[src/rtl/sad_pkg.sv]
package sad_pkg;

  typedef enum logic [1:0] {
    VERDICT_NONE    = 2'd0,
    VERDICT_DISCARD = 2'd1,
    VERDICT_AVERAGE = 2'd2
  } verdict_e;

  // Counter preload: settle+1 discards followed by bw+1 averages.
  function automatic int load_count(input int settle, input int bw);
    return settle + bw + 2;
  endfunction

  // Count value at or above which a buffer is thrown away.
  function automatic int discard_floor(input int bw);
    return bw + 2;
  endfunction

endpackage

[src/rtl/sad_wait_counter.sv]
module sad_wait_counter #(
  parameter int CNT_W = 10
) (
  input  logic             clk,
  input  logic             rst_n,
  input  logic             load_i,
  input  logic [CNT_W-1:0] load_val_i,
  input  logic             dec_i,
  output logic [CNT_W-1:0] count_o
);

  logic [CNT_W-1:0] count_q;

  always_ff @(posedge clk or negedge rst_n) begin
    if (!rst_n) begin
      count_q <= '0;
    end else if (load_i) begin
      count_q <= load_val_i;
    end else if (dec_i) begin
      count_q <= count_q - CNT_W'(1);
    end
  end

  assign count_o = count_q;

endmodule

[src/rtl/sad_buf_classify.sv]
module sad_buf_classify #(
  parameter int CNT_W = 10,
  parameter int BW_W  = 8
) (
  input  logic              evt_i,
  input  logic [CNT_W-1:0]  count_i,
  input  logic [BW_W-1:0]   bw_i,
  output sad_pkg::verdict_e verdict_o,
  output logic              last_o
);

  logic above;

  always_comb begin
    above = int'(count_i) >= sad_pkg::discard_floor(int'(bw_i));
    if (!evt_i) begin
      verdict_o = sad_pkg::VERDICT_NONE;
    end else if (above) begin
      verdict_o = sad_pkg::VERDICT_DISCARD;
    end else begin
      verdict_o = sad_pkg::VERDICT_AVERAGE;
    end
    last_o = (verdict_o == sad_pkg::VERDICT_AVERAGE) && (count_i == CNT_W'(1));
  end

endmodule

[src/rtl/sad_sequencer.sv]
module sad_sequencer #(
  parameter int SETTLE_W = 8,
  parameter int BW_W     = 8
) (
  input  logic                clk,
  input  logic                rst_n,
  input  logic                start_i,
  input  logic [SETTLE_W-1:0] settle_i,
  input  logic [BW_W-1:0]     bw_code_i,
  input  logic                buf_done_i,
  input  logic                buf_half_i,
  output logic                acc_clear_o,
  output logic                proc_o,
  output logic                proc_half_o,
  output logic                busy_o,
  output logic                done_o
);

  localparam int WIDEST = (SETTLE_W > BW_W) ? SETTLE_W : BW_W;
  localparam int CNT_W  = WIDEST + 2;

  logic              busy_q;
  logic [BW_W-1:0]   bw_q;
  logic [CNT_W-1:0]  wait_cnt;
  logic [CNT_W-1:0]  load_val;
  sad_pkg::verdict_e verdict;

  // Named internal events, visible to the checker.
  logic buf_evt;
  logic discard_evt;
  logic avg_evt;
  logic last_evt;

  logic acc_clear_q, proc_q, half_q, done_q;

  assign buf_evt     = buf_done_i && busy_q && !start_i;
  assign load_val    = CNT_W'(sad_pkg::load_count(int'(settle_i), int'(bw_code_i)));
  assign discard_evt = (verdict == sad_pkg::VERDICT_DISCARD);
  assign avg_evt     = (verdict == sad_pkg::VERDICT_AVERAGE);

  sad_wait_counter #(.CNT_W(CNT_W)) u_cnt (
    .clk        (clk),
    .rst_n      (rst_n),
    .load_i     (start_i),
    .load_val_i (load_val),
    .dec_i      (buf_evt),
    .count_o    (wait_cnt)
  );

  sad_buf_classify #(.CNT_W(CNT_W), .BW_W(BW_W)) u_cls (
    .evt_i     (buf_evt),
    .count_i   (wait_cnt),
    .bw_i      (bw_q),
    .verdict_o (verdict),
    .last_o    (last_evt)
  );

  always_ff @(posedge clk or negedge rst_n) begin
    if (!rst_n) begin
      busy_q <= 1'b0;
      bw_q   <= '0;
    end else if (start_i) begin
      busy_q <= 1'b1;
      bw_q   <= bw_code_i;
    end else if (last_evt) begin
      busy_q <= 1'b0;
    end
  end

  always_ff @(posedge clk or negedge rst_n) begin
    if (!rst_n) begin
      acc_clear_q <= 1'b0;
      proc_q      <= 1'b0;
      half_q      <= 1'b0;
      done_q      <= 1'b0;
    end else begin
      acc_clear_q <= start_i || discard_evt;
      proc_q      <= avg_evt;
      done_q      <= last_evt;
      if (avg_evt) begin
        half_q <= buf_half_i;
      end
    end
  end

  assign acc_clear_o = acc_clear_q;
  assign proc_o      = proc_q;
  assign proc_half_o = half_q;
  assign busy_o      = busy_q;
  assign done_o      = done_q;

endmodule

[config.mk]
export PLATFORM = sky130hd
export DESIGN_NAME = sad_sequencer
export DESIGN_NICKNAME = d
export VERILOG_FILES = /design/src/rtl/sad_pkg.sv /design/src/rtl/sad_wait_counter.sv /design/src/rtl/sad_buf_classify.sv /design/src/rtl/sad_sequencer.sv
export SDC_FILE = /design/constraint.sdc
export NUM_CORES = 1
export LEC_CHECK = 0
export BUFFER_PORTS_ARGS = -buffer_cell sky130_fd_sc_hd__buf_2
export CAP_MARGIN = 20
export CORE_UTILIZATION = 47
export CTS_CLUSTER_DIAMETER = 100
export DETAILED_ROUTE_END_ITERATION = 6
export PLACE_DENSITY_LB_ADDON = 0.08
export SKIP_CTS_REPAIR_TIMING = 1
export SLEW_MARGIN = 20
export SYNTH_ARGS = -nofsm -noshare
export SYNTH_HDL_FRONTEND = slang
export SYNTH_SLANG_ARGS = --single-unit
[constraint.sdc]
create_clock -name clk -period 3.1 [get_ports clk]
set_input_delay 0.62 -clock clk [delete_from_list [all_inputs] [get_ports clk]]
set_output_delay 0.62 -clock clk [all_outputs]
set_load 0.01 [all_outputs]
== After elaboration in Yosys (flattened, before gate mapping) ==
Index checks and enable logic that the tools add are counted.
Widths: inputs -> output; s select.
Storage, ports and cells
  output and inout bits: 5
  flip-flop bits (word level): 23
  bits in read-only memories: 0
  bits in latches: 0
  word-level logic and storage cells: 28
  memories kept: 0
  input port bits: 21
  RAM bits: 0
Cells by class
  $lt $le $gt $ge: 1
  divide/modulo/power cells: 0
  reductions and logical operators: 7
  equal/unequal tests: 3
  shift operators: 0
  $mul: 0
  add/subtract/negate cells: 4
  bitwise operators: 0
  mux-type cells: 6
Operators with widths (count)
  $ge 11x32->1: 1
  $mux 10: 2
  $add 9x2->10 const B: 1
  $eq 10x1->1 const B: 1
  $sub 10x1->10 const B: 1
  $add 8x2->9 const B: 1
  $add 8x8->9: 1
  $mux 2: 2
  $reduce_bool 2->1: 2
  $logic_and 1x1->1: 3
  $eq 2x1->1 const B: 1
  $eq 2x2->1 const B: 1
  $mux 1: 2
  $logic_not 1->1: 1
  $logic_or 1x1->1: 1

== Longest topological paths before layout ==
  depth in word-level cells: 8
  gate-level depth with buffers: 11
  depth with buffers taken out: 11

== By module ==
A second synthesis with hierarchy kept.
Second synthesis, totals
  cell total of the unflattened synthesis: 188
  area total of the unflattened synthesis: 1791.7 µm²
Modules (own cells, without submodules)
  sad_sequencer: area an instance 894.6 µm², sequential area each 325.3 µm², instances 1, cells an instance 86
  sad_wait_counter: area an instance 561.8 µm², sequential area each 250.2 µm², instances 1, cells an instance 58
  sad_buf_classify: area an instance 335.3 µm², sequential area each 0.0 µm², instances 1, cells an instance 44

== Least setup slack after synthesis ==
No wires, ideal clock.
  kind: input port to flip-flop
  start point: input settle_i[2]
  end point: register u_cnt.count_q[6] (netlist: u_cnt.count_o[6])
  cell stages on the path: 7
  setup slack: 810 ps
  library setup time: 120 ps
  arrival: 2170 ps
  cells stage by stage: ha_1 > ha_1 > a21oi_1 > o21ai_1 > o21a_1 > or3_1 > a31o_2
On the way
  word-level cells in the longest chain between the ends: 3
RTL lines
  start: declaration: line sad_sequencer.sv:8  | input logic [SETTLE_W-1:0] settle_i,
  $add 8x8->9: line sad_pkg.sv:11  | return settle + bw + 2;
  $add 9x2->10: line sad_pkg.sv:11
  $mux 10: line sad_wait_counter.sv:17  | end else if (load_i) begin
  end signal: assignment: line sad_wait_counter.sv:18  | count_q <= load_val_i;
  end signal: assignment: line sad_wait_counter.sv:20  | count_q <= count_q - CNT_W'(1);
  end: declaration: line sad_wait_counter.sv:12  | logic [CNT_W-1:0] count_q;
No other way between the ends.
A chain may end at the register's enable or synchronous reset.

== Final worst setup path ==
  start point: register bw_q[3]
  end point: register busy_q (netlist: busy_o)
On the way
  word-level cells in the longest chain between the ends: 7
RTL lines
  start: declaration: line sad_sequencer.sv:23  | logic [BW_W-1:0] bw_q;
  start signal: assignment: line sad_sequencer.sv:64  | bw_q <= bw_code_i;
  $add 8x2->9: line sad_pkg.sv:16  | return bw + 2;
  $ge 11x32->1: line sad_buf_classify.sv:15  | above = int'(count_i) >= sad_pkg::discard_floor(int'(bw_i));
  $mux 2: line sad_buf_classify.sv:18  | end else if (above) begin
  $mux 2: line sad_buf_classify.sv:16  | if (!evt_i) begin
  $eq 2x2->1: line sad_buf_classify.sv:23  | last_o = (verdict_o == sad_pkg::VERDICT_AVERAGE) && (count_i == CNT_W'(1));
  $logic_and 1x1->1: line sad_buf_classify.sv:23
  $reduce_bool 2->1 (no source line)
  end signal: assignment: line sad_sequencer.sv:60  | busy_q <= 1'b0;
  end signal: assignment: line sad_sequencer.sv:63  | busy_q <= 1'b1;
  end signal: assignment: line sad_sequencer.sv:66  | busy_q <= 1'b0;
  end: declaration: line sad_sequencer.sv:22  | logic busy_q;
No other way between the ends.

==> flow_summary.toml <==
[status]
status = "complete, no violations"

[die]
die_y_um = 63.8
core_area_um2 = 3660
ioPinCount = 26
start_util_pct = 49.0
dieArea_um2 = 4070
rows = 22
die_w_um = 63.8

[logic_synthesis]
synth.avg_cell_area_um2 = 9.86
async_flop_share_pct = 100
ys_seq_elements = 23
synthCells = 182
syn-cell-area_um2 = 1790
synthDistinctLibCells = 45
seq_area_frac_synth_pct = 32.1
synth-edff-count = 0
synth_nets = 231
synth_flop_cell = "dfrtp_1"
yosysWarnings = 0

[clock_network]
htreeDepth = 1
clockBufferDepth = 2
clk_pin_slew_worst_paths_ns = 0.08
cts.sinks = 23
numCtsBuffers = 3
tritoncts = "yes"
cts-root-buf = "clkbuf_8"
clk-insertion-delay-late_ns = 0.27

[setup_path]
critPathRequiredTime_ns = 3.26
crit_type = "reg -> reg"
crit_chain = "and3_1, and2_1, nand4_1, ha_1, a211oi_2, o31a_2, o21ai_2, or2_4, o32a_1"
rrSetupSlack_ns = 0.63
critPathLaunchType = "register"
r2r_end = "busy_o"
path_max_fanout = 5
crit_family = "compound AO/OA/AOI/OAI gates"
crit_buf_inv = 0
worstPathArrival_ns = 2.63
timing.rr.start = "bw_q[3]"
cp-end-kind = "register"
slowest_stage = "dfrtp_1"
r2r_cells = 9
cpPeakStageDelay_ns = 0.44

[sta]
fmax_ghz = 0.405
rsz0062_at_grt = "false"
maxSlewViolCount = 0
timing_hold_violations_final = 0
finalCritPeriodShare_pct = 79.7
setup_viol = 0
worst_pin_slew_ns = 0.577
fin_skew_ns = 0.00252
max_slew_margin_pct = 61.5
period_needed_ns = 2.47
fin_tns_setup_ns = 0

[layout]
nFillCells = 341
layout_common_cells = "27 x ha_1, 25 x buf_2, 23 x dfrtp_1, 14 x nand2_1"
utilization_pct = 55.0
nets = 258
seq_area_um2 = 576
mostFrequentLayoutCell = "ha_1"
multiInputGateArea_um2 = 1170
stdcell_count = 256
antennaDiodeCount = 0
stdcell_area_um2 = 2010
area_growth_pct = 12.2
drive_gt1_share_pct = 23.1

[routing]
via_per_inst = 5.33
drc = 0
vias = 1365
wl_per_cell_um = 14.7
drt_pass1_iterations = 4
drt-initial-drc-count = 36
routed_wl_um = 3780
drtAntennaViolNets = 0

[global_route]
grt_pass1_wl_um = 6520
grt_pass1_vias = 1421
grt_max_degree = 33
grtUsageTotal_pct = 20.8
grt_overflow = 0
antenna_found_initial = 0

[place]
dpl_cell_area_um2 = 1970
gp_congestion = 0.891
dp.cells = 252
hpwl_um = 2990
numPortBuffers = 25

[run]
drv_cap = 0

[hold_path]
hold_class = "in -> async"

[power_and_ir_drop]
leakagePower_nw = 0.933
vdd_ir_drop_max_mv = 0.193
powerDensity_nw_per_um2 = 479
## routing by layer
layer	wire length (um)	GRT usage [%]	vias up
met5	0	0	-
met4	58	6.53	0
met3	91	2.50	6
met2	1910	38.4	30
met1	1720	24.7	624
li1	-	-	705
## Yosys cell counts, types with 2 or more instances
| library cell | number | share of area [%] |
|---|---|---|
| clkbuf_1 | 2 | 0.42 |
| xor2_1 | 8 | 3.9 |
| nor2b_1 | 5 | 1.7 |
| nand3_1 | 6 | 1.7 |
| o21ai_0 | 7 | 2.0 |
| or3_1 | 2 | 0.70 |
| nand3b_1 | 2 | 0.84 |
| o21a_1 | 4 | 1.7 |
| nor2_1 | 8 | 1.7 |
| nand2_1 | 14 | 2.9 |
| nand4_1 | 2 | 0.70 |
| inv_1 | 10 | 2.1 |
| nor3_1 | 5 | 1.4 |
| dfrtp_1 | 23 | 32 |
| nand2b_1 | 2 | 0.70 |
| ha_1 | 27 | 19 |
| o21ai_1 | 2 | 0.56 |
| mux2_2 | 10 | 6.3 |
| xnor2_1 | 7 | 3.4 |
| a21oi_1 | 8 | 2.2 |
| o22ai_1 | 2 | 0.70 |
| nor3b_1 | 2 | 0.84 |
| a31o_2 | 2 | 0.98 |
## power by group
| group | internal (mW) | leakage, nW | switching, mW |
|---|---|---|---|
| logic | 0.180 | 0.637 | 0.187 |
| clock network | 0.0920 | 0.0228 | 0.0984 |
| registers | 0.346 | 0.273 | 0.0600 |
| total | 0.618 | 0.933 | 0.346 |
## final cells by class
type	instances	area share, %
multi-input cells	146	58.1
clock buffers	4	2.24
inverters	10	1.86
well taps	48	2.98
repair buffers	25	6.22
flip-flops and latches	23	28.6
## registers in the layout, summed over array words and instances, names as in the netlist
name / count
done_o: 1
proc_half_o: 1
acc_clear_o: 1
bw_q: 8
u_cnt.count_o: 10
proc_o: 1
busy_o: 1
## logic make-up (layout without fill, tap and decap cells)
group / count (synthesis) / count (layout) / share of synthesized area (%)
and+or+nand+nor: 58 / 58 / 17.7
AOI/OAI and AO/OA: 34 / 34 / 13.4
DFF: 23 / 23 / 32.1
xor gates and xnor gates: 15 / 15 / 7.32
adders and majority gates: 28 / 28 / 19.9
muxes: 11 / 11 / 6.83
buffers and inverters: 13 / 39 / 2.72
## how the worst max path moves through the flow
stage / slack, ns / end / cells past startpoint / from
finish: 0.63 / busy_o / 9 / bw_q[3]
global route: 0.48 / busy_o / 9 / bw_q[3]
detailed placement: 0.51 / u_cnt.count_o[6] / 8 / settle_i[2]
global placement: 0.51 / u_cnt.count_o[6] / 8 / settle_i[2]
floorplan: 0.81 / u_cnt.count_o[6] / 7 / settle_i[2]
CTS: 0.63 / busy_o / 9 / bw_q[3]
## per-stage QoR
step	total power [mW]	setup slack (ns)	hold WS, ns
3_5_place_dp	0.781	0.514	0.519
2_1_floorplan	0.673	0.810	0.324
6_report	0.964	0.631	0.315
3_3_place_gp	0.766	0.508	0.487
4_1_cts	0.971	0.628	0.337
5_1_grt	1.04	0.482	0.357
(Power assumes the default switching activity.)
